--- src/rtl/gpt_pkg.sv ---
package gpt_pkg;
  localparam int REG_AW = 3;
  localparam int DATA_W = 32;
  localparam int NUM_CMP = 3;

  localparam logic [REG_AW-1:0] A_CTRL  = 3'd0;
  localparam logic [REG_AW-1:0] A_PRE   = 3'd1;
  localparam logic [REG_AW-1:0] A_STAT  = 3'd2;
  localparam logic [REG_AW-1:0] A_IEN   = 3'd3;
  localparam logic [REG_AW-1:0] A_CMP0  = 3'd4;
  localparam logic [REG_AW-1:0] A_COUNT = 3'd7;

  localparam int CB_EN    = 0;
  localparam int CB_FREE  = 9;
  localparam int CB_SRST  = 15;
  localparam int CB_FORCE = 29;
  localparam int CTRL_KEEP_W = CB_FORCE;

  localparam int SB_ROLL = 5;
  localparam logic [DATA_W-1:0] FLAG_MASK = 32'h0000_0027;
endpackage

--- src/rtl/gpt_prescaler.sv ---
module gpt_prescaler #(
  parameter int PRE_W = 12
) (
  input  logic             clk,
  input  logic             rst_n,
  input  logic             srst,
  input  logic             run,
  input  logic [PRE_W-1:0] div,
  output logic             tick
);
  logic [PRE_W-1:0] phase_q;

  assign tick = run && !srst && (phase_q == div);

  always_ff @(posedge clk or negedge rst_n) begin
    if (!rst_n)        phase_q <= '0;
    else if (srst)     phase_q <= '0;
    else if (tick)     phase_q <= '0;
    else if (run)      phase_q <= phase_q + 1'b1;
  end

  assert_tick_restarts_phase_R2: assert property (@(posedge clk) disable iff (!rst_n)
    tick |=> (phase_q == '0));
  assert_idle_holds_phase_R1: assert property (@(posedge clk) disable iff (!rst_n)
    (!run && !srst) |=> $stable(phase_q));
endmodule

--- src/rtl/gpt_counter.sv ---
module gpt_counter #(
  parameter int CNT_W = 32
) (
  input  logic             clk,
  input  logic             rst_n,
  input  logic             srst,
  input  logic             tick,
  input  logic             free_mode,
  input  logic [CNT_W-1:0] restart_at,
  output logic [CNT_W-1:0] count,
  output logic             wrap
);
  localparam logic [CNT_W-1:0] TOP = '1;

  logic at_restart;

  assign wrap       = tick && (count == TOP);
  assign at_restart = tick && !free_mode && (count == restart_at);

  always_ff @(posedge clk or negedge rst_n) begin
    if (!rst_n)                  count <= '0;
    else if (srst)               count <= '0;
    else if (wrap || at_restart) count <= '0;
    else if (tick)               count <= count + 1'b1;
  end

  assert_hold_without_tick_R1: assert property (@(posedge clk) disable iff (!rst_n)
    (!tick && !srst) |=> $stable(count));
  assert_free_increment_R3: assert property (@(posedge clk) disable iff (!rst_n)
    (tick && !srst && free_mode && count != TOP) |=> (count == $past(count) + 1'b1));
  assert_restart_to_zero_R4: assert property (@(posedge clk) disable iff (!rst_n)
    (tick && !free_mode && count == restart_at) |=> (count == '0));
  assert_srst_zero_R8: assert property (@(posedge clk) disable iff (!rst_n)
    srst |=> (count == '0));
endmodule

--- src/rtl/gpt_compare.sv ---
module gpt_compare #(
  parameter int CNT_W = 32,
  parameter int N_CH  = 3
) (
  input  logic                       tick,
  input  logic [CNT_W-1:0]           count,
  input  logic [N_CH-1:0][CNT_W-1:0] cmp,
  output logic [N_CH-1:0]            hit
);
  for (genvar i = 0; i < N_CH; i++) begin : g_ch
    assign hit[i] = tick && (count == cmp[i]);
  end
endmodule

--- src/rtl/gp_timer.sv ---
module gp_timer
  import gpt_pkg::*;
#(
  parameter int CNT_W = 32,
  parameter int PRE_W = 12
) (
  input  logic              clk,
  input  logic              rst_n,
  input  logic              clk_en,
  input  logic [REG_AW-1:0] reg_addr,
  input  logic [DATA_W-1:0] reg_wdata,
  input  logic              reg_we,
  output logic [DATA_W-1:0] reg_rdata,
  output logic              irq
);
  logic [CTRL_KEEP_W-1:0]          ctrl_q;
  logic [PRE_W-1:0]                pre_q;
  logic [DATA_W-1:0]               stat_q, ien_q;
  logic [NUM_CMP-1:0][CNT_W-1:0]   cmp_q;
  logic [CNT_W-1:0]                count;
  logic                            tick, wrap, srst, run;
  logic [NUM_CMP-1:0]              hit, force_v;
  logic [DATA_W-1:0]               set_v, clr_v;
  logic                            wr_ctrl;

  assign wr_ctrl = reg_we && (reg_addr == A_CTRL);
  assign srst    = ctrl_q[CB_SRST];
  assign run     = ctrl_q[CB_EN] && clk_en;

  gpt_prescaler #(.PRE_W(PRE_W)) u_pre (
    .clk(clk), .rst_n(rst_n), .srst(srst), .run(run), .div(pre_q), .tick(tick));

  gpt_counter #(.CNT_W(CNT_W)) u_cnt (
    .clk(clk), .rst_n(rst_n), .srst(srst), .tick(tick),
    .free_mode(ctrl_q[CB_FREE]), .restart_at(cmp_q[0]), .count(count), .wrap(wrap));

  gpt_compare #(.CNT_W(CNT_W), .N_CH(NUM_CMP)) u_cmp (
    .tick(tick), .count(count), .cmp(cmp_q), .hit(hit));

  assign force_v = wr_ctrl ? reg_wdata[CB_FORCE +: NUM_CMP] : '0;

  always_comb begin
    set_v = '0;
    set_v[NUM_CMP-1:0] = hit | force_v;
    set_v[SB_ROLL]     = wrap;
    clr_v = (reg_we && reg_addr == A_STAT) ? (reg_wdata & FLAG_MASK) : '0;
  end

  always_ff @(posedge clk or negedge rst_n) begin
    if (!rst_n) begin
      ctrl_q <= '0;
      pre_q  <= '0;
      ien_q  <= '0;
      cmp_q  <= '0;
    end else begin
      if (wr_ctrl)       ctrl_q <= reg_wdata[CTRL_KEEP_W-1:0];
      else if (srst)     ctrl_q[CB_SRST] <= 1'b0;
      if (reg_we && reg_addr == A_PRE) pre_q <= reg_wdata[PRE_W-1:0];
      if (reg_we && reg_addr == A_IEN) ien_q <= reg_wdata & FLAG_MASK;
      for (int i = 0; i < NUM_CMP; i++) begin
        if (reg_we && reg_addr == A_CMP0 + REG_AW'(i)) cmp_q[i] <= reg_wdata[CNT_W-1:0];
      end
    end
  end

  always_ff @(posedge clk or negedge rst_n) begin
    if (!rst_n)    stat_q <= '0;
    else if (srst) stat_q <= '0;
    else           stat_q <= (stat_q & ~clr_v) | set_v;
  end

  always_ff @(posedge clk or negedge rst_n) begin
    if (!rst_n) irq <= 1'b0;
    else        irq <= |(stat_q & ien_q);
  end

  always_comb begin
    reg_rdata = '0;
    case (reg_addr)
      A_CTRL:  reg_rdata[CTRL_KEEP_W-1:0] = ctrl_q;
      A_PRE:   reg_rdata[PRE_W-1:0] = pre_q;
      A_STAT:  reg_rdata = stat_q;
      A_IEN:   reg_rdata = ien_q;
      A_COUNT: reg_rdata[CNT_W-1:0] = count;
      default: begin
        for (int i = 0; i < NUM_CMP; i++) begin
          if (reg_addr == A_CMP0 + REG_AW'(i)) reg_rdata[CNT_W-1:0] = cmp_q[i];
        end
      end
    endcase
  end

  assert_set_beats_clear_R6: assert property (@(posedge clk) disable iff (!rst_n)
    (|set_v && !srst) |=> ((stat_q & $past(set_v)) == $past(set_v)));
  assert_irq_follows_flags_R7: assert property (@(posedge clk) disable iff (!rst_n)
    (|(stat_q & ien_q)) |=> irq);
  assert_irq_quiet_R7: assert property (@(posedge clk) disable iff (!rst_n)
    !(|(stat_q & ien_q)) |=> !irq);
  assert_srst_self_clears_R8: assert property (@(posedge clk) disable iff (!rst_n)
    (srst && !wr_ctrl) |=> !ctrl_q[CB_SRST]);
  assert_srst_clears_flags_R8: assert property (@(posedge clk) disable iff (!rst_n)
    srst |=> (stat_q == '0));
  assert_force_sets_flag_R9: assert property (@(posedge clk) disable iff (!rst_n)
    (|force_v && !srst) |=> ((stat_q[NUM_CMP-1:0] & $past(force_v)) == $past(force_v)));
endmodule

--- config.mk ---
export PLATFORM = sky130hd
export DESIGN_NAME = gp_timer
export DESIGN_NICKNAME = d
export VERILOG_FILES = /design/src/rtl/gpt_pkg.sv /design/src/rtl/gpt_prescaler.sv /design/src/rtl/gpt_counter.sv /design/src/rtl/gpt_compare.sv /design/src/rtl/gp_timer.sv
export SDC_FILE = /design/constraint.sdc
export NUM_CORES = 1
export LEC_CHECK = 0
export BUFFER_PORTS_ARGS = -buffer_cell sky130_fd_sc_hd__buf_2
export CORE_MARGIN = 2
export CORE_UTILIZATION = 56
export DETAILED_ROUTE_END_ITERATION = 8
export MAX_ROUTING_LAYER = met4
export PLACE_DENSITY = 0.77
export SETUP_SLACK_MARGIN = 0.2
export SYNTH_ARGS = -nofsm -noshare
export SYNTH_HDL_FRONTEND = slang
export SYNTH_HIERARCHICAL = 1
export SYNTH_SLANG_ARGS = --single-unit
export TNS_END_PERCENT = 1
--- constraint.sdc ---
create_clock -name clk -period 2.7 [get_ports clk]
set_clock_uncertainty 0.1 [all_clocks]
set_input_delay 0.54 -clock clk [delete_from_list [all_inputs] [get_ports clk]]
set_output_delay 0.54 -clock clk [all_outputs]
set_load 0.02 [all_outputs]
# After elaboration in Yosys (flattened, before gate mapping)
# Cells that the tools add are included.
op_classes:
  add_sub_neg: 2
  eq_ne: 12
  n_mux: 16
  bitwise: 5
  n_reduce_logical: 25
ops:
  columns: ["operator", "count"]
  rows:
  - ["two-way mux 32 bit", 7]
  - ["== test 32 bit", 3]
  - ["one-hot mux 17 bit (4 select lines)", 1]
  - ["one-hot mux 12 bit (5 select lines)", 1]
  - ["two-way mux 12 bit", 3]
  - ["adder 32 x 1 -> 32 bit, second input constant", 1]
  - ["AND 32 bit", 1]
  - ["AND 32 x 6 -> 32 bit", 1]
  - ["== test 32 bit, second input constant", 1]
  - ["inverter 6 -> 32 bit", 1]
  - ["bitwise OR 32 x 6 -> 32 bit", 1]
  - ["OR reduction 32 bit", 1]
  - ["logical AND 1 bit", 16]
  - ["adder 12 x 1 -> 12 bit, second input constant", 1]
  - ["== test 12 bit", 1]
  - ["== test 3 bit, second input constant", 4]
  - ["one-hot mux 3 bit (3 select lines)", 1]
  - ["== test 3 x 2 -> 1 bit, second input constant", 2]
  - ["two-way mux 6 bit", 1]
  - ["nonzero test 3 bit", 2]
  - ["== test 3 x 1 -> 1 bit, second input constant", 1]
  - ["zero test 3 bit", 1]
  - ["two-way mux 3 bit", 1]
  - ["bitwise OR 3 bit", 1]
  - ["other kinds (5)", 6]
totals:
  regBits: 218
  elab_cells: 71

# Logic depth before layout (Yosys ltp)
depth:
  ltp_word: 8
  depth_mapped: 14
  mapped_depth_nobuf: 10

# By module
# The synthesis kept the hierarchy.
modules_own_cells:
  columns: ["module", "instances", "cells_each", "area_each_um2", "seq_area_each_um2"]
  rows:
  - ["gp_timer", 1, 478, 7160.6, 3653.5]
  - ["gpt_counter", 1, 262, 2341.0, 800.8]
  - ["gpt_compare", 1, 132, 1061.0, 0.0]
  - ["gpt_prescaler", 1, 97, 909.6, 300.3]

# Worst setup path before layout
# Ideal clock, no wire load.
synth_timing:
  path_type: "register -> register"
  startpoint: "reg u_pre.phase_q[6]"
  endpoint: "reg u_cnt.count[3]"
  setup_time_ps: 120
  t_arrival_ps: 2736
  path_slack_ps: -256
  stages_incl_launch_ff: 14
  n_path_buf: 3
  path_cell_list: "dfrtp_1 buf_6 xor2_2 nor4_4 nand3_2 buf_6 nor2_1 and4_1 clkbuf_1 nand2_1 nor4b_4 or2_2 a211oi_1 a31o_2"
synth_between:
  elab_chain_cells: 7
  word_cells_on_any_way: 9
  classes_between: "eq/ne: 1; mux: 2; reduce/logical: 6"
synth_lines:
  columns: ["item", "line_no", "text"]
  rows:
  - ["start, declared", "gpt_prescaler.sv:11", "logic [PRE_W-1:0] phase_q;"]
  - ["start signal, assigned", "gpt_prescaler.sv:19", "else if (run) phase_q <= phase_q + 1'b1;"]
  - ["== test 12 bit (*)", "gpt_prescaler.sv:13", "assign tick = run && !srst && (phase_q == div);"]
  - ["logical AND 1 bit (*)", "gpt_prescaler.sv:13", null]
  - ["net tick", "gp_timer.sv:21", "logic tick, wrap, srst, run;"]
  - ["logical AND 1 bit (2 in series)", "gpt_counter.sv:18", "assign at_restart = tick && !free_mode && (count == restart_at);"]
  - ["logical OR 1 bit", "gpt_counter.sv:23", "else if (wrap || at_restart) count <= '0;"]
  - ["two-way mux 32 bit", "gpt_counter.sv:23", null]
  - ["two-way mux 32 bit", "gpt_counter.sv:22", "else if (srst) count <= '0;"]
  - ["end signal, assigned", "gpt_counter.sv:24", "else if (tick) count <= count + 1'b1;"]
  - ["end, declared", "gpt_counter.sv:10", "output logic [CNT_W-1:0] count,"]
# The timed path passes the listed nets; every way through them passes the cells marked *.
# A chain may end at the register's enable or synchronous reset.

# Final worst setup path
layout_timing:
  startpoint: "reg pre_q[1]"
  endpoint: "reg u_cnt.count[20]"
layout_between:
  elab_chain_cells: 7
  word_cells_on_any_way: 9
  classes_between: "eq/ne: 1; mux: 2; reduce/logical: 6"
layout_lines:
  columns: ["item", "line_no", "text"]
  rows:
  - ["start, declared", "gp_timer.sv:17", "logic [PRE_W-1:0] pre_q;"]
  - ["start signal, assigned", "gp_timer.sv:58", "if (reg_we && reg_addr == A_PRE) pre_q <= reg_wdata[PRE_W-1:0];"]
  - ["== test 12 bit (*)", "gpt_prescaler.sv:13", null]
  - ["logical AND 1 bit (*)", "gpt_prescaler.sv:13", null]
  - ["net tick", "gp_timer.sv:21", null]
  - ["logical AND 1 bit (2 in series)", "gpt_counter.sv:18", null]
  - ["logical OR 1 bit", "gpt_counter.sv:23", null]
  - ["two-way mux 32 bit", "gpt_counter.sv:23", null]
  - ["two-way mux 32 bit", "gpt_counter.sv:22", null]
# Marked as above.

==> results.py <==
metrics = {
    "run_status": {
        "result_of_the_run": "finished, final reports clean",
    },
    "drt": {
        "wl_met1_um": 14200,
        "routed_vias": 8594,
        "detail_route.vias_per_cell": 6.22,
        "drt_iter0_drc": 748,
        "routedWlPerCell_um": 23.7,
        "drc_violations_left": 0,
        "drt.antenna.violating_nets": 0,
        "detail_route.first_pass.iterations": 5,
        "detailroute.wirelength.met3_um": 1720,
        "finalWirelength_um": 32700,
        "highest-signal-layer": "met4",
        "routed-wl-met2_um": 16100,
    },
    "layout": {
        "finish.utilization_pct": 66.4,
        "layout.cells.most_common_list": "sky130_fd_sc_hd__dfrtp_1 (190), sky130_fd_sc_hd__xor2_1 (148), sky130_fd_sc_hd__buf_4 (77)",
        "antenna_cells": 0,
        "layout-area-overhead-vs-synth_pct": 16.8,
        "fillers": 1546,
        "final_common_cell": "sky130_fd_sc_hd__dfrtp_1",
        "final_layout_size_suffix_gt1_share_pct": 32.2,
        "layout.nets": 1139,
    },
    "yosys": {
        "syn_nets": 1010,
        "synth_area_per_cell_um2": 11.8,
        "ys_seq_area_share_pct": 41.4,
        "synth_flop_cell": "sky130_fd_sc_hd__dfrtp_1",
        "async_flop_share_pct": 100,
        "postSynthCellCount": 969,
        "post_synth_instance_area_mm2": 0.0115,
        "synth_edf_count": 0,
        "synthesis.yosys.warnings": 6,
        "synthDistinctLibCells": 81,
        "synth_seq_cells": 190,
    },
    "cts": {
        "clk_latency_ps": 430,
        "cts_tree": "built",
        "cts_root_buffer_type": "sky130_fd_sc_hd__clkbuf_16",
        "clock_tree.buffer_depth": 2,
        "tritoncts_num_sinks": 190,
        "clkTransAtPathRegs_ps": 70,
        "num_cts_buffers": 17,
        "cts_htree_levels": 4,
    },
    "hold_path": {
        "holdCritStartpoint": "reg_wdata[23]",
        "min-delay-path-class": "in2reg",
        "min_to": "cmp_q[87]",
        "worstHoldPathCells": 2,
    },
    "timing": {
        "setup_failing_eps_final": 0,
        "timing.fmax_ghz": 0.377,
        "final_max_slew_viol_count": 0,
        "finalHoldViolCount": 0,
        "min_period_over_period_pct": 98.3,
        "tightest_slew_ps": 735,
        "timing.final.crit_period_ps": 2650,
        "worst_slew_margin_rel_pct": 50.9,
        "grt_setup_unrepaired": "yes",
    },
    "worst_setup_path": {
        "worstReg2RegEnd": "u_cnt/count[20]",
        "critPathMaxFanout": 4,
        "cp-start-kind": "register",
        "critical_path.reg2reg.startpoint": "pre_q[1]",
        "required_worst_endpoint_ps": 2930,
        "critPathLaunch": "pre_q[1]",
        "reg2reg_depth": 11,
        "max_stage_delay_ps": 410,
        "worstPathBufferInverterCount": 1,
        "critical-path-slowest-cell": "sky130_fd_sc_hd__or3_4",
        "critPathArrivalTime_ps": 2880,
        "crit_path_cell_chain": "xor2_1 > nor4_2 > nand3_2 > nor2_4 > and4_4 > buf_6 > nand3_4 > or3_4 > nor2_2 > xnor2_1 > nor2_1",
        "path_delay_family": "simple AND/OR/NAND/NOR gates",
        "r2r_setup_slk_ps": 50,
        "endpoint_kind": "register",
        "setup.worst_path.class": "reg2reg",
    },
    "floorplan": {
        "io_pins": 72,
        "floorplan.core_area_mm2": 0.0202,
        "start_util_pct": 56.9,
        "die_area_mm2": 0.0216,
        "placementRows": 52,
        "fp.dieH_um": 147,
        "floorplan.die.width_um": 147,
    },
    "power_and_ir_drop": {
        "power.ir.vdd_worst_uv": 409,
        "finalPower_mw": 8.73,
        "power.leakage_nw": 6.16,
        "power_per_cell_area_mw_per_mm2": 652,
    },
    "grt": {
        "grt_max_degree": 59,
        "grt_first_pass_wirelength_um": 50500,
        "globalRouteTotalUtil_pct": 31.4,
        "initial_antenna_violation_count": 0,
        "grt_remaining_overflow": 0,
        "grt_pass1_vias": 8456,
    },
    "placed_design": {
        "globalplace.congestion": 1.05,
        "dp_hpwl_um": 24300,
        "port_buffers": 71,
    },
    "run": {
        "timing.max_cap.violations": 0,
    },
}
-- state kept, by name (all words and copies together) (netlist names) --
signal	cells
cmp_q	96
ctrl_q	29
u_pre/phase_q	12
ien_q	4
pre_q	12
irq	1
stat_q	4
u_cnt/count	32
-- worst reg2reg max path, delay by kind of cell, from the launching register on --
kind                   cells  cell delay (ps)
buffers and inverters      1              130
flip-flops                 1              400
XOR/XNOR                   2              290
AND/OR/NAND/NOR            8             1620
-- cell usage after synthesis (3+ instances only) --
| cell | count | share of area [%] |
|---|---|---|
| sky130_fd_sc_hd__or3_1 | 14 | 0.76 |
| sky130_fd_sc_hd__and3_1 | 13 | 0.71 |
| sky130_fd_sc_hd__nor2_1 | 50 | 1.6 |
| sky130_fd_sc_hd__and4_1 | 4 | 0.31 |
| sky130_fd_sc_hd__nand4_1 | 19 | 1.0 |
| sky130_fd_sc_hd__dfrtp_1 | 190 | 41 |
| sky130_fd_sc_hd__nor4_1 | 34 | 1.9 |
| sky130_fd_sc_hd__buf_6 | 18 | 1.8 |
| sky130_fd_sc_hd__mux2_2 | 65 | 6.4 |
| sky130_fd_sc_hd__nand2_1 | 40 | 1.3 |
| sky130_fd_sc_hd__xnor2_1 | 12 | 0.92 |
| sky130_fd_sc_hd__mux2i_1 | 32 | 2.8 |
| sky130_fd_sc_hd__a21oi_1 | 13 | 0.57 |
| sky130_fd_sc_hd__o221ai_1 | 9 | 0.69 |
| sky130_fd_sc_hd__and4b_1 | 3 | 0.26 |
| sky130_fd_sc_hd__mux2_4 | 26 | 3.4 |
| sky130_fd_sc_hd__a22oi_1 | 4 | 0.26 |
| sky130_fd_sc_hd__nor3b_1 | 4 | 0.26 |
| sky130_fd_sc_hd__a2bb2oi_1 | 3 | 0.23 |
| sky130_fd_sc_hd__buf_2 | 11 | 0.48 |
| sky130_fd_sc_hd__buf_4 | 11 | 0.72 |
| sky130_fd_sc_hd__xor2_1 | 148 | 11 |
| sky130_fd_sc_hd__nor2b_1 | 4 | 0.22 |
| sky130_fd_sc_hd__a221oi_2 | 3 | 0.39 |
| sky130_fd_sc_hd__o21ai_0 | 6 | 0.26 |
| sky130_fd_sc_hd__nor3_1 | 13 | 0.57 |
| sky130_fd_sc_hd__mux4_2 | 20 | 3.9 |
| sky130_fd_sc_hd__mux2_1 | 53 | 5.2 |
| sky130_fd_sc_hd__nand3_1 | 28 | 1.2 |
| sky130_fd_sc_hd__a31oi_1 | 3 | 0.16 |
| sky130_fd_sc_hd__a221o_1 | 3 | 0.26 |
| sky130_fd_sc_hd__nor3_2 | 3 | 0.26 |
| sky130_fd_sc_hd__and2_1 | 10 | 0.55 |
| sky130_fd_sc_hd__clkbuf_1 | 8 | 0.26 |
| sky130_fd_sc_hd__a22o_1 | 17 | 1.3 |
| sky130_fd_sc_hd__inv_1 | 4 | 0.13 |
| sky130_fd_sc_hd__nand2b_1 | 10 | 0.55 |
-- per-stage QoR --
step	TNS [ps]	hold slack, ps	worst slack, ps	cells	area [µm²]
after global routing	-1340	266	-120	1381	13400
after detailed placement	-46.1	390	-29.6	1346	12600
after CTS	0	248	40.9	1380	13200
after floorplan	0	144	31.7	969	11500
final	0	256	45.0	1381	13400
after global placement	-37.7	390	-23.8	1346	12600
-- where the power goes --
group	internal (mW)	switching [mW]	leakage [nW]
clock network	1.42	1.19	0.293
registers	3.35	0.539	2.31
logic	1.12	1.11	3.55
total	5.89	2.84	6.16
-- area by class of cell --
cell class              instances  area (µm²)  share of cell area, %
clock buffers                  19         443                   3.31
clock inverters                13         158                   1.18
inverters                       5        18.8                  0.140
multi-input cells             722        6420                   47.9
flip-flops and latches        190        4750                   35.5
well taps                     270         338                   2.52
repair buffers                162        1270                   9.46
-- worst max path at each step --
stage,endpoint,slack (ps),cells after the start
after floorplan,u_cnt/count[3],30,12
after global placement,u_cnt/count[3],-20,12
after detailed placement,u_cnt/count[23],-30,11
after CTS,u_cnt/count[22],40,11
after global routing,u_cnt/count[20],-120,11
final,u_cnt/count[20],50,11
-- timing repair --
item,CTS,global route
hold endpoints to repair,7,0
endpoints found under the setup margin,45,62
setup buffers,1,1
pin swaps,1,13
hold buffers,1,0
gates resized for setup,5,38
-- routing by layer --
metal / vias to the layer above / global-route usage [%]
met5: - / -
met4: 0 / 8.08
met2: 344 / 50.4
met3: 45 / 4.19
li1: 3809 / -
met1: 4396 / 42.7
-- logic make-up after synthesis --
logic type      after synthesis  synth area share [%]
compound gates               85                  5.94
xor+xnor                    161                  12.4
fa+ha+maj                     2                 0.218
buf+inv                      57                  3.64
flops                       190                  41.4
mux                         196                  21.7
simple gates                278                  14.7
No activity file was read; power rests on OpenSTA's default activity.
